[src/rtl/plm_pkg.sv]
package plm_pkg;

    // 10^(-1/20) in unsigned Q0.32, the ratio between two adjacent 1 dB steps
    localparam longint unsigned DB_STEP_Q32 = 64'd3827893631;
    localparam longint unsigned Q32_HALF    = 64'h0000_0000_8000_0000;

    // Threshold for an attenuation of att_db whole decibels below the
    // full-scale magnitude of a mag_w-bit unsigned value.
    function automatic longint unsigned db_threshold(input int unsigned att_db,
                                                     input int unsigned mag_w);
        longint unsigned level;
        level = (64'd1 << mag_w) - 64'd1;
        for (int unsigned step = 0; step < att_db; step++) begin
            level = (level * DB_STEP_Q32 + Q32_HALF) >> 32;
        end
        return level;
    endfunction

    function automatic int unsigned count_width(input int unsigned max_value);
        return $clog2(max_value + 2);
    endfunction

endpackage

[src/rtl/plm_magnitude.sv]
module plm_magnitude #(
    parameter int SAMPLE_W = 24,
    localparam int MAG_W   = SAMPLE_W - 1
) (
    input  logic [SAMPLE_W-1:0] sample_i,
    output logic [MAG_W-1:0]    mag_o
);

    logic [SAMPLE_W-1:0] negated;

    always_comb begin
        negated = (~sample_i) + SAMPLE_W'(1);
        if (!sample_i[SAMPLE_W-1]) begin
            mag_o = sample_i[MAG_W-1:0];
        end else if (negated[SAMPLE_W-1]) begin
            // only the sign bit set: its true magnitude does not fit, clamp
            mag_o = '1;
        end else begin
            mag_o = negated[MAG_W-1:0];
        end
    end

endmodule

[src/rtl/plm_channel.sv]
module plm_channel #(
    parameter int SAMPLE_W = 24,
    localparam int MAG_W   = SAMPLE_W - 1
) (
    input  logic                clk,
    input  logic                rst_n,
    input  logic [SAMPLE_W-1:0] sample_i,
    input  logic                valid_i,
    input  logic                clear_i,
    output logic [MAG_W-1:0]    peak_o
);

    typedef struct packed {
        logic [MAG_W-1:0] peak;
    } chan_state_t;

    chan_state_t      state_d, state_q;
    logic [MAG_W-1:0] mag;

    plm_magnitude #(
        .SAMPLE_W (SAMPLE_W)
    ) u_magnitude (
        .sample_i (sample_i),
        .mag_o    (mag)
    );

    always_comb begin
        state_d = state_q;
        if (clear_i) begin
            // restart; a sample landing with the read seeds the new window
            state_d.peak = valid_i ? mag : '0;
        end else if (valid_i && (mag > state_q.peak)) begin
            state_d.peak = mag;
        end
    end

    always_ff @(posedge clk) begin
        if (!rst_n) begin
            state_q <= '0;
        end else begin
            state_q <= state_d;
        end
    end

    assign peak_o = state_q.peak;

    assert_peak_captured_R2: assert property (@(posedge clk) disable iff (!rst_n)
        (valid_i && !clear_i) |=> (state_q.peak >= $past(mag)));

    assert_peak_no_decay_R3: assert property (@(posedge clk) disable iff (!rst_n)
        !clear_i |=> (state_q.peak >= $past(state_q.peak)));

    assert_clear_on_read_R4: assert property (@(posedge clk) disable iff (!rst_n)
        (clear_i && !valid_i) |=> (state_q.peak == '0));

    assert_read_seeds_sample_R8: assert property (@(posedge clk) disable iff (!rst_n)
        (clear_i && valid_i) |=> (state_q.peak == $past(mag)));

endmodule

[src/rtl/plm_db_ladder.sv]
module plm_db_ladder #(
    parameter int MAG_W   = 23,
    parameter int DB_SPAN = 60,
    parameter int CODE_W  = 10,
    localparam int CNT_W  = plm_pkg::count_width(DB_SPAN)
) (
    input  logic [MAG_W-1:0]  peak_i,
    output logic [CODE_W-1:0] code_o
);

    logic [DB_SPAN:0] below;
    logic [CNT_W-1:0] depth;

    for (genvar k = 0; k <= DB_SPAN; k++) begin : g_rung
        localparam longint unsigned THRESH = plm_pkg::db_threshold(k, MAG_W);
        assign below[k] = (peak_i < MAG_W'(THRESH));
    end

    always_comb begin
        depth = '0;
        for (int k = 0; k <= DB_SPAN; k++) begin
            depth = depth + CNT_W'(below[k]);
        end
        if (depth > CNT_W'(DB_SPAN)) begin
            code_o = CODE_W'(DB_SPAN);
        end else begin
            code_o = CODE_W'(depth);
        end
    end

endmodule

[src/rtl/peak_level_meter.sv]
module peak_level_meter #(
    parameter int N_CH      = 4,
    parameter int SAMPLE_W  = 24,
    parameter int ADDR_W    = 4,
    parameter int BASE_ADDR = 8,
    parameter int CODE_W    = 10,
    parameter int DB_SPAN   = 60
) (
    input  logic                     clk,
    input  logic                     rst_n,
    input  logic [N_CH*SAMPLE_W-1:0] sample_i,
    input  logic [N_CH-1:0]          valid_i,
    input  logic                     rd_en_i,
    input  logic [ADDR_W-1:0]        rd_addr_i,
    output logic [CODE_W-1:0]        rd_data_o
);

    localparam int MAG_W = SAMPLE_W - 1;
    localparam int SEL_W = (N_CH > 1) ? $clog2(N_CH) : 1;
    localparam int CMP_W = ADDR_W + 1;

    typedef struct packed {
        logic [CODE_W-1:0] data;
    } rd_state_t;

    rd_state_t         rd_d, rd_q;
    logic [MAG_W-1:0]  peak_arr [N_CH];
    logic [N_CH-1:0]   clear;
    logic              hit;
    logic [ADDR_W-1:0] offset;
    logic [SEL_W-1:0]  sel;
    logic [MAG_W-1:0]  sel_peak;
    logic [CODE_W-1:0] sel_code;

    always_comb begin
        offset = rd_addr_i - ADDR_W'(BASE_ADDR);
        sel    = SEL_W'(offset);
        hit    = ({1'b0, rd_addr_i} >= CMP_W'(BASE_ADDR)) &&
                 ({1'b0, rd_addr_i} <  CMP_W'(BASE_ADDR + N_CH));
    end

    for (genvar ch = 0; ch < N_CH; ch++) begin : g_chan
        assign clear[ch] = rd_en_i && hit && (sel == SEL_W'(ch));

        plm_channel #(
            .SAMPLE_W (SAMPLE_W)
        ) u_channel (
            .clk      (clk),
            .rst_n    (rst_n),
            .sample_i (sample_i[ch*SAMPLE_W +: SAMPLE_W]),
            .valid_i  (valid_i[ch]),
            .clear_i  (clear[ch]),
            .peak_o   (peak_arr[ch])
        );
    end

    always_comb begin
        sel_peak = '0;
        for (int ch = 0; ch < N_CH; ch++) begin
            if (sel == SEL_W'(ch)) begin
                sel_peak = peak_arr[ch];
            end
        end
    end

    // one shared ladder behind the channel mux
    plm_db_ladder #(
        .MAG_W   (MAG_W),
        .DB_SPAN (DB_SPAN),
        .CODE_W  (CODE_W)
    ) u_ladder (
        .peak_i (sel_peak),
        .code_o (sel_code)
    );

    always_comb begin
        rd_d = rd_q;
        if (rd_en_i) begin
            rd_d.data = hit ? sel_code : '0;
        end
    end

    always_ff @(posedge clk) begin
        if (!rst_n) begin
            rd_q <= '0;
        end else begin
            rd_q <= rd_d;
        end
    end

    assign rd_data_o = rd_q.data;

    assert_code_range_R5: assert property (@(posedge clk) disable iff (!rst_n)
        rd_data_o <= CODE_W'(DB_SPAN));

    assert_single_clear_R4: assert property (@(posedge clk) disable iff (!rst_n)
        $onehot0(clear));

    assert_unmapped_zero_R9: assert property (@(posedge clk) disable iff (!rst_n)
        (rd_en_i && !hit) |=> (rd_data_o == '0));

    assert_data_holds_R9: assert property (@(posedge clk) disable iff (!rst_n)
        !rd_en_i |=> $stable(rd_data_o));

endmodule

[config.mk]
export PLATFORM = sky130hd
export DESIGN_NAME = peak_level_meter
export DESIGN_NICKNAME = d
export VERILOG_FILES = /design/src/rtl/plm_pkg.sv /design/src/rtl/plm_magnitude.sv /design/src/rtl/plm_channel.sv /design/src/rtl/plm_db_ladder.sv /design/src/rtl/peak_level_meter.sv
export SDC_FILE = /design/constraint.sdc
export NUM_CORES = 1
export LEC_CHECK = 0
export BUFFER_PORTS_ARGS = -buffer_cell sky130_fd_sc_hd__buf_2
export CAP_MARGIN = 30
export CORE_MARGIN = 4
export CORE_UTILIZATION = 25
export DETAILED_ROUTE_END_ITERATION = 7
export PLACE_DENSITY = 0.51
export SKIP_CTS_REPAIR_TIMING = 1
export SLEW_MARGIN = 10
export SYNTH_ARGS = -nofsm -noshare
export SYNTH_HDL_FRONTEND = slang
export SYNTH_SLANG_ARGS = --single-unit
export TNS_END_PERCENT = 5
[constraint.sdc]
create_clock -name clk -period 25.4 [get_ports clk]
set_input_delay 3.81 -clock clk [delete_from_list [all_inputs] [get_ports clk]]
set_output_delay 3.81 -clock clk [all_outputs]
set_load 0.1 [all_outputs]
==> results of run 1 <==
-- state kept, by name, summed over array words and instances (netlist names) --
register                 count
rd_data_o                    6
g_chan.u_channel.peak_o     92
-- synth_stat cells, drive strengths merged, types with 6 or more instances --
cell type  count
a41o           6
dfxtp         98
a2bb2oi       12
o21ai         96
a32o          14
and3          11
nand3         35
buf           33
o2111ai        8
mux4          24
o311a          9
xor2          45
fa            51
a41oi          8
nor2          98
nand4         28
a21o          12
or4           20
a21boi         7
o211ai        17
o31ai         33
a2111oi        7
clkbuf        72
a31oi         30
o41ai         29
nor2b         10
a21oi        103
a211oi        14
ha           110
inv          178
nand2b        13
a31o          10
xnor2         14
o21a          13
or2           22
mux2i         52
nor3          35
nor4          24
nand2        219
o31a           6
and2          21
or3           25
-- worst paths after layout --
kind,slack (ns),start,end
worst max register to register,16.40,g_chan[1].u_channel.peak_o[22],rd_data_o[0]
worst max-delay path,12.66,rd_addr_i[0],rd_data_o[0]
worst min-delay path,0.48,rd_data_o[1],rd_data_o[1]
worst min register to register,0.48,rd_data_o[1],rd_data_o[1]
-- critical path, stage by stage --
cell and delay, ns:
buf_2 0.55, mux4_2 0.79, or4_4 0.73, nor3_2 0.69, o21ai_0 0.34, fa_1 0.58
inv_1 0.05, fa_1 0.50, inv_1 0.05, fa_1 0.50, fa_1 0.55, inv_1 0.06
fa_1 0.51, inv_1 0.05, fa_1 0.49, fa_1 0.53, fa_1 0.56, inv_1 0.04
ha_1 0.22, a21o_1 0.18, a21oi_1 0.26, nor4b_1 0.08, a2111oi_0 0.57, nor3_1 0.14
o21ai_0 0.19
-- cell families after synthesis --
logic type | count (synthesis)
simple gates | 587
flops | 98
xor+xnor | 59
fa+ha+maj | 161
mux | 78
compound gates | 476
buf+inv | 284
other cells | 1
-- cell type report --
type                            count  area [sq um]  area share [%]
Clock inverter                      6          90.1           0.613
Multi-Input combinational cell   1365         10200            69.6
Sequential cell                    98          1960            13.3
Inverter                          179           672            4.57
Clock buffer                        9           225            1.53
Tap cell                          688           861            5.85
Timing Repair Buffer              122           656            4.46
-- metal layers --
layer	GRT usage (%)	up-vias
met5	0	-
met4	6.93	2
met3	3.13	115
met2	28.6	500
met1	24.0	6648
li1	-	6440
-- stage by stage --
step	setup slack, ns	utilization (%)	instance area [sq um]	cells
global route	12.09	27.9	14700	2467
detailed placement	12.25	27.3	14400	2450
finish	12.66	27.9	14700	2467
global placement	12.35	27.2	14300	2448
CTS	12.62	27.9	14700	2465
floorplan	13.79	-	13300	1747
==> flow_summary.json, run 1 <==
{
  "status": "completed",
  "synth-simple-area-share_pct": 22.0,
  "yosys.area.top_type": "dfxtp_1",
  "finalHoldViolCount": 0,
  "ys.flop_type": "dfxtp_1",
  "dr_wl_met2_microns": 23700,
  "initial_core_util_pct": 25.3,
  "cts_root_buffer": "clkbuf_16",
  "clock_sinks": 98,
  "async_flop_share_pct": 0,
  "crit_arrival_ns": 13.04,
  "area_growth_pct": 10.5,
  "via_per_inst": 5.56,
  "drv_slew": 0,
  "antenna_found_initial": 1,
  "io_buffers": 112,
  "worst_pin_slew_ns": 0.984,
  "routed_wl_microns": 52300,
  "rsz0062_at_grt": "no",
  "synth_cell_types": 84,
  "layout-drive-gt1-share_pct": 12.1,
  "clk_pin_slew_ns": 0.07,
  "synth_warnings": 0,
  "synth_area_sq_um": 13300,
  "die_area_sq_um": 57000,
  "routed.top_layer": "met5",
  "path_max_fanout": 30,
  "fp.dieH_microns": 239,
  "diodes": 0,
  "clk_latency_ns": 0.38,
  "die_w_microns": 239,
  "min_path_cells": 2,
  "synth_seq_area_share_pct": 14.7,
  "dr_wl_met3_microns": 3220,
  "grt_pass1_vias": 13215,
  "drc": 0,
  "ys_ff_latch": 98,
  "nFillCells": 5688,
  "core_area_sq_um": 52700,
  "max-clock-path-buffers": 2,
  "muxShareOfSynthArea_pct": 8.14,
  "post-route-period-util_pct": 50.2,
  "synth.avg_cell_area_sq_um": 7.63,
  "fmax_mhz": 78.5,
  "cts_tree": "yes",
  "ioPinCount": 117,
  "ant_nets": 0,
  "hp-class": "flop to flop",
  "gp_congestion": 1.00,
  "cts-htree-levels": 3,
  "wl_met1_microns": 23100,
  "synth-edff-count": 0,
  "track_usage_pct": 17.9,
  "synth.area.top_cells": "dfxtp_1 15%, ha_1 10%, fa_1 7.7%, nand2_1 6.0%, inv_1 5.0%",
  "num_rows": 84,
  "crit_path_start_kind": "input pin",
  "setup_viol": 0,
  "initialDrtViolationCount": 1154,
  "fin_nets": 2043,
  "max_slew_margin_pct": 33.6,
  "synth_top_family_by_area": "compound AO/OA/AOI/OAI gates",
  "crit_required_ns": 25.70,
  "numCtsBuffers": 9,
  "grt_pass1_wl_microns": 79400,
  "synth_compound_area_share_pct": 24.6,
  "synth_cells": 1744,
  "dr.pass1.iters": 8,
  "final_common_cell": "nand2_1",
  "wl_per_cell_microns": 21.2,
  "grt_overflow": 0,
  "synthXorXnorAreaFrac_pct": 3.88,
  "fin_skew_ns": 0.0131,
  "grt_max_degree": 72,
  "fin_crit_ns": 12.74,
  "vias": 13705,
  "cp-end-kind": "flop",
  "layout_common_cells": "212 x nand2_1, 178 x inv_1, 112 x buf_2",
  "synth_top_area_share_pct": 14.7,
  "critical_path_class": "input pin to flop",
  "setup_tns_ns": 0,
  "synth-adder-area-share_pct": 18.0,
  "cap_violations": 0,
  "dp_hpwl_microns": 42800,
  "whs_ns": 0.477,
  "rr_worst_depth": 24
}
Power of run 1 is left out: the tool's default activity adds up to more than one toggle a clock period on the data nets, which glitch-free logic cannot reach.
==> inputs of run 2 (changes only) <==
--- a/config.mk
+++ b/config.mk
@@ -5,12 +5,13 @@
 export SDC_FILE = /design/constraint.sdc
 export NUM_CORES = 1
 export LEC_CHECK = 0
+export ABC_AREA = 1
 export BUFFER_PORTS_ARGS = -buffer_cell sky130_fd_sc_hd__buf_2
 export CAP_MARGIN = 30
 export CORE_MARGIN = 4
 export CORE_UTILIZATION = 25
 export DETAILED_ROUTE_END_ITERATION = 7
-export PLACE_DENSITY = 0.51
+export PLACE_DENSITY = 0.52
 export SKIP_CTS_REPAIR_TIMING = 1
 export SLEW_MARGIN = 10
 export SYNTH_ARGS = -nofsm -noshare
==> constraint.sdc (replaced) <==
create_clock -name clk -period 10.8 [get_ports clk]
set_input_delay 1.62 -clock clk [delete_from_list [all_inputs] [get_ports clk]]
set_output_delay 1.62 -clock clk [all_outputs]
set_load 0.1 [all_outputs]
==> run 2 against run 1 <==
Against the previous run:
- wire length grew 20%
- critical path type unchanged
- clock skew fell by 0.0027 ns
- first-iteration DRC count rose by 24%
- sequential share of layout area decreased by 1.8 points
==> flow_summary.json, run 2 <==
{
  "critPathLaunch": "rd_addr_i[1]",
  "cts_root_buffer": "clkbuf_16",
  "r2r_end": "rd_data_o[1]",
  "max_slew_margin_pct": 37.8,
  "max_stage_delay_ns": 0.66,
  "critical_path_class": "input pin to flop",
  "synth_warnings": 0,
  "grt_overflow": 0,
  "wl_per_cell_microns": 17.4,
  "synth-edff-count": 0,
  "dr_wl_met2_microns": 27700,
  "setup_tns_ns": 0,
  "hp-class": "flop to flop",
  "rsz0062_at_grt": "no",
  "nFillCells": 7063,
  "ioPinCount": 117,
  "yosysMostFrequentCell": "nand2_1",
  "cts-htree-levels": 3,
  "track_usage_pct": 18.8,
  "finalHoldViolCount": 0,
  "num_rows": 90,
  "async_flop_share_pct": 0,
  "crit_arrival_ns": 10.00,
  "ir_worst_vdd_uv": 1540,
  "fin_crit_ns": 9.68,
  "antenna_found_initial": 2,
  "r2r_setup_slack_ns": 2.61,
  "layoutNonFillerInstCount": 3621,
  "dp.cells": 3601,
  "ant_nets": 0,
  "wl_met1_microns": 28700,
  "routed_wl_microns": 62900,
  "area_growth_pct": 10.3,
  "setup_viol": 0,
  "synth_area_sq_um": 15400,
  "die_w_microns": 256,
  "initialDrtViolationCount": 1435,
  "clk_latency_ns": 0.39,
  "vias": 17474,
  "gp_congestion": 0.990,
  "numCtsBuffers": 9,
  "pwr_density_cell_nw_per_um2": 418,
  "cp-end-kind": "flop",
  "worst_pin_slew_ns": 0.933,
  "post-route-period-util_pct": 89.7,
  "drc": 0,
  "ys_top_cells_by_count": "810 x nand2_1, 466 x nor2_1, 374 x inv_1",
  "synth.area.top_cells": "nand2_1 20%, dfxtp_1 13%, nor2_1 11%, nand3_1 11%, inv_1 9.1%",
  "synth_cell_types": 47,
  "layout-drive-gt1-share_pct": 8.63,
  "ys_ff_latch": 98,
  "fp.dieH_microns": 256,
  "cpMostUsedCell": "fa_1",
  "clock_sinks": 98,
  "max-clock-path-buffers": 2,
  "status": "completed",
  "p_leak_uw": 0.00870,
  "synth_top_area_share_pct": 19.8,
  "drv_slew": 0,
  "dr.pass1.iters": 6,
  "final_common_cell": "nand2_1",
  "fin_nets": 3101,
  "core_area_sq_um": 60600,
  "yosys.area.top_type": "nand2_1",
  "path_max_fanout": 23,
  "grt_max_degree": 83,
  "r2r_start": "g_chan[1].u_channel.peak_o[12]",
  "cap_violations": 0,
  "grt_pass1_wl_microns": 97200,
  "rr_worst_depth": 32,
  "die_area_sq_um": 65400,
  "cp-endpoint": "rd_data_o[1]",
  "synth_cells": 2770,
  "dp_hpwl_microns": 52900,
  "ys.flop_type": "dfxtp_1",
  "fmax_mhz": 103,
  "via_per_inst": 4.83,
  "initial_core_util_pct": 25.3,
  "fin_skew_ns": 0.0104,
  "layout_common_cells": "810 x nand2_1, 466 x nor2_1, 374 x inv_1",
  "synth_seq_area_share_pct": 12.8,
  "largest_reg_flops": 92,
  "routed.top_layer": "met5",
  "crit_required_ns": 11.12,
  "synth.avg_cell_area_sq_um": 5.54,
  "grt_pass1_vias": 16371,
  "crit_path_start_kind": "input pin",
  "dr_wl_met3_microns": 3850,
  "cp_slowest_cell": "o21ai_1",
  "clk_pin_slew_ns": 0.08,
  "io_buffers": 112,
  "cts_tree": "yes"
}
-- run 2: routing by layer --
layer  vias to the layer above  global-route usage [%]
li1                       8862                       -
met1                      7929                    25.6
met3                       105                    2.68
met4                         2                    7.09
met2                       576                    30.1
met5                         -                       0
-- run 2: per-stage QoR --
step | setup WS, ns | utilization [%] | cell area (sq um) | hold WS, ns | power, uW
floorplan | 1.95 | - | 15400 | 0.419 | 5710
global placement | 0.847 | 27.4 | 16600 | 0.431 | 6800
detailed placement | 0.826 | 27.4 | 16600 | 0.432 | 6780
CTS | 1.22 | 27.9 | 16900 | 0.451 | 7180
global route | 0.757 | 28.0 | 16900 | 0.486 | 8010
finish | 1.12 | 28.0 | 16900 | 0.447 | 7080
-- run 2: report_power, final --
part,internal [uW],leakage (uW),switching (uW)
logic,2540,0.00773,3700
registers,421,0.000809,48.8
clock network,191,0.000154,175
total,3160,0.00870,3920
-- run 2: how the worst min path moves through the flow --
stage	startpoint	to	cells after the start
global route	g_chan[3].u_channel.peak_o[8]	g_chan[3].u_channel.peak_o[8]	2
floorplan	g_chan[3].u_channel.peak_o[21]	g_chan[3].u_channel.peak_o[21]	2
detailed placement	g_chan[3].u_channel.peak_o[21]	g_chan[3].u_channel.peak_o[21]	2
finish	g_chan[3].u_channel.peak_o[7]	g_chan[3].u_channel.peak_o[7]	2
global placement	g_chan[3].u_channel.peak_o[21]	g_chan[3].u_channel.peak_o[21]	2
CTS	g_chan[3].u_channel.peak_o[7]	g_chan[3].u_channel.peak_o[7]	2
-- run 2: layout make-up --
cell class	count	area, sq um	share of cell area (%)
diodes	1	2.50	0.0148
clock buffers	10	239	1.41
clock inverters	6	82.6	0.487
inverters	397	1490	8.81
multi-input cells	2206	11500	68.1
flip-flops and latches	98	1960	11.6
well taps	782	978	5.78
repair buffers	121	643	3.80
-- run 2: critical path: cells and delay by family --
family | cells | cell delay [ns]
compound gates | 3 | 1.07
fa+ha+maj | 11 | 5.02
buf+inv | 3 | 0.37
simple gates | 14 | 1.91
-- run 2: logic make-up (layout without fill, tap and decap cells) --
logic type | count (synthesis) | after routing | synth area share [%]
adder cells (fa/ha/maj) | 161 | 161 | 15.6
flip-flops | 98 | 98 | 12.8
AND/OR/NAND/NOR | 1776 | 1776 | 49.8
buffers and inverters | 469 | 534 | 12.1
AO/OA/AOI/OAI | 248 | 248 | 8.74
XOR/XNOR | 17 | 17 | 0.970
other | 1 | 5 | 0.0244
(Power assumes the default switching activity.)
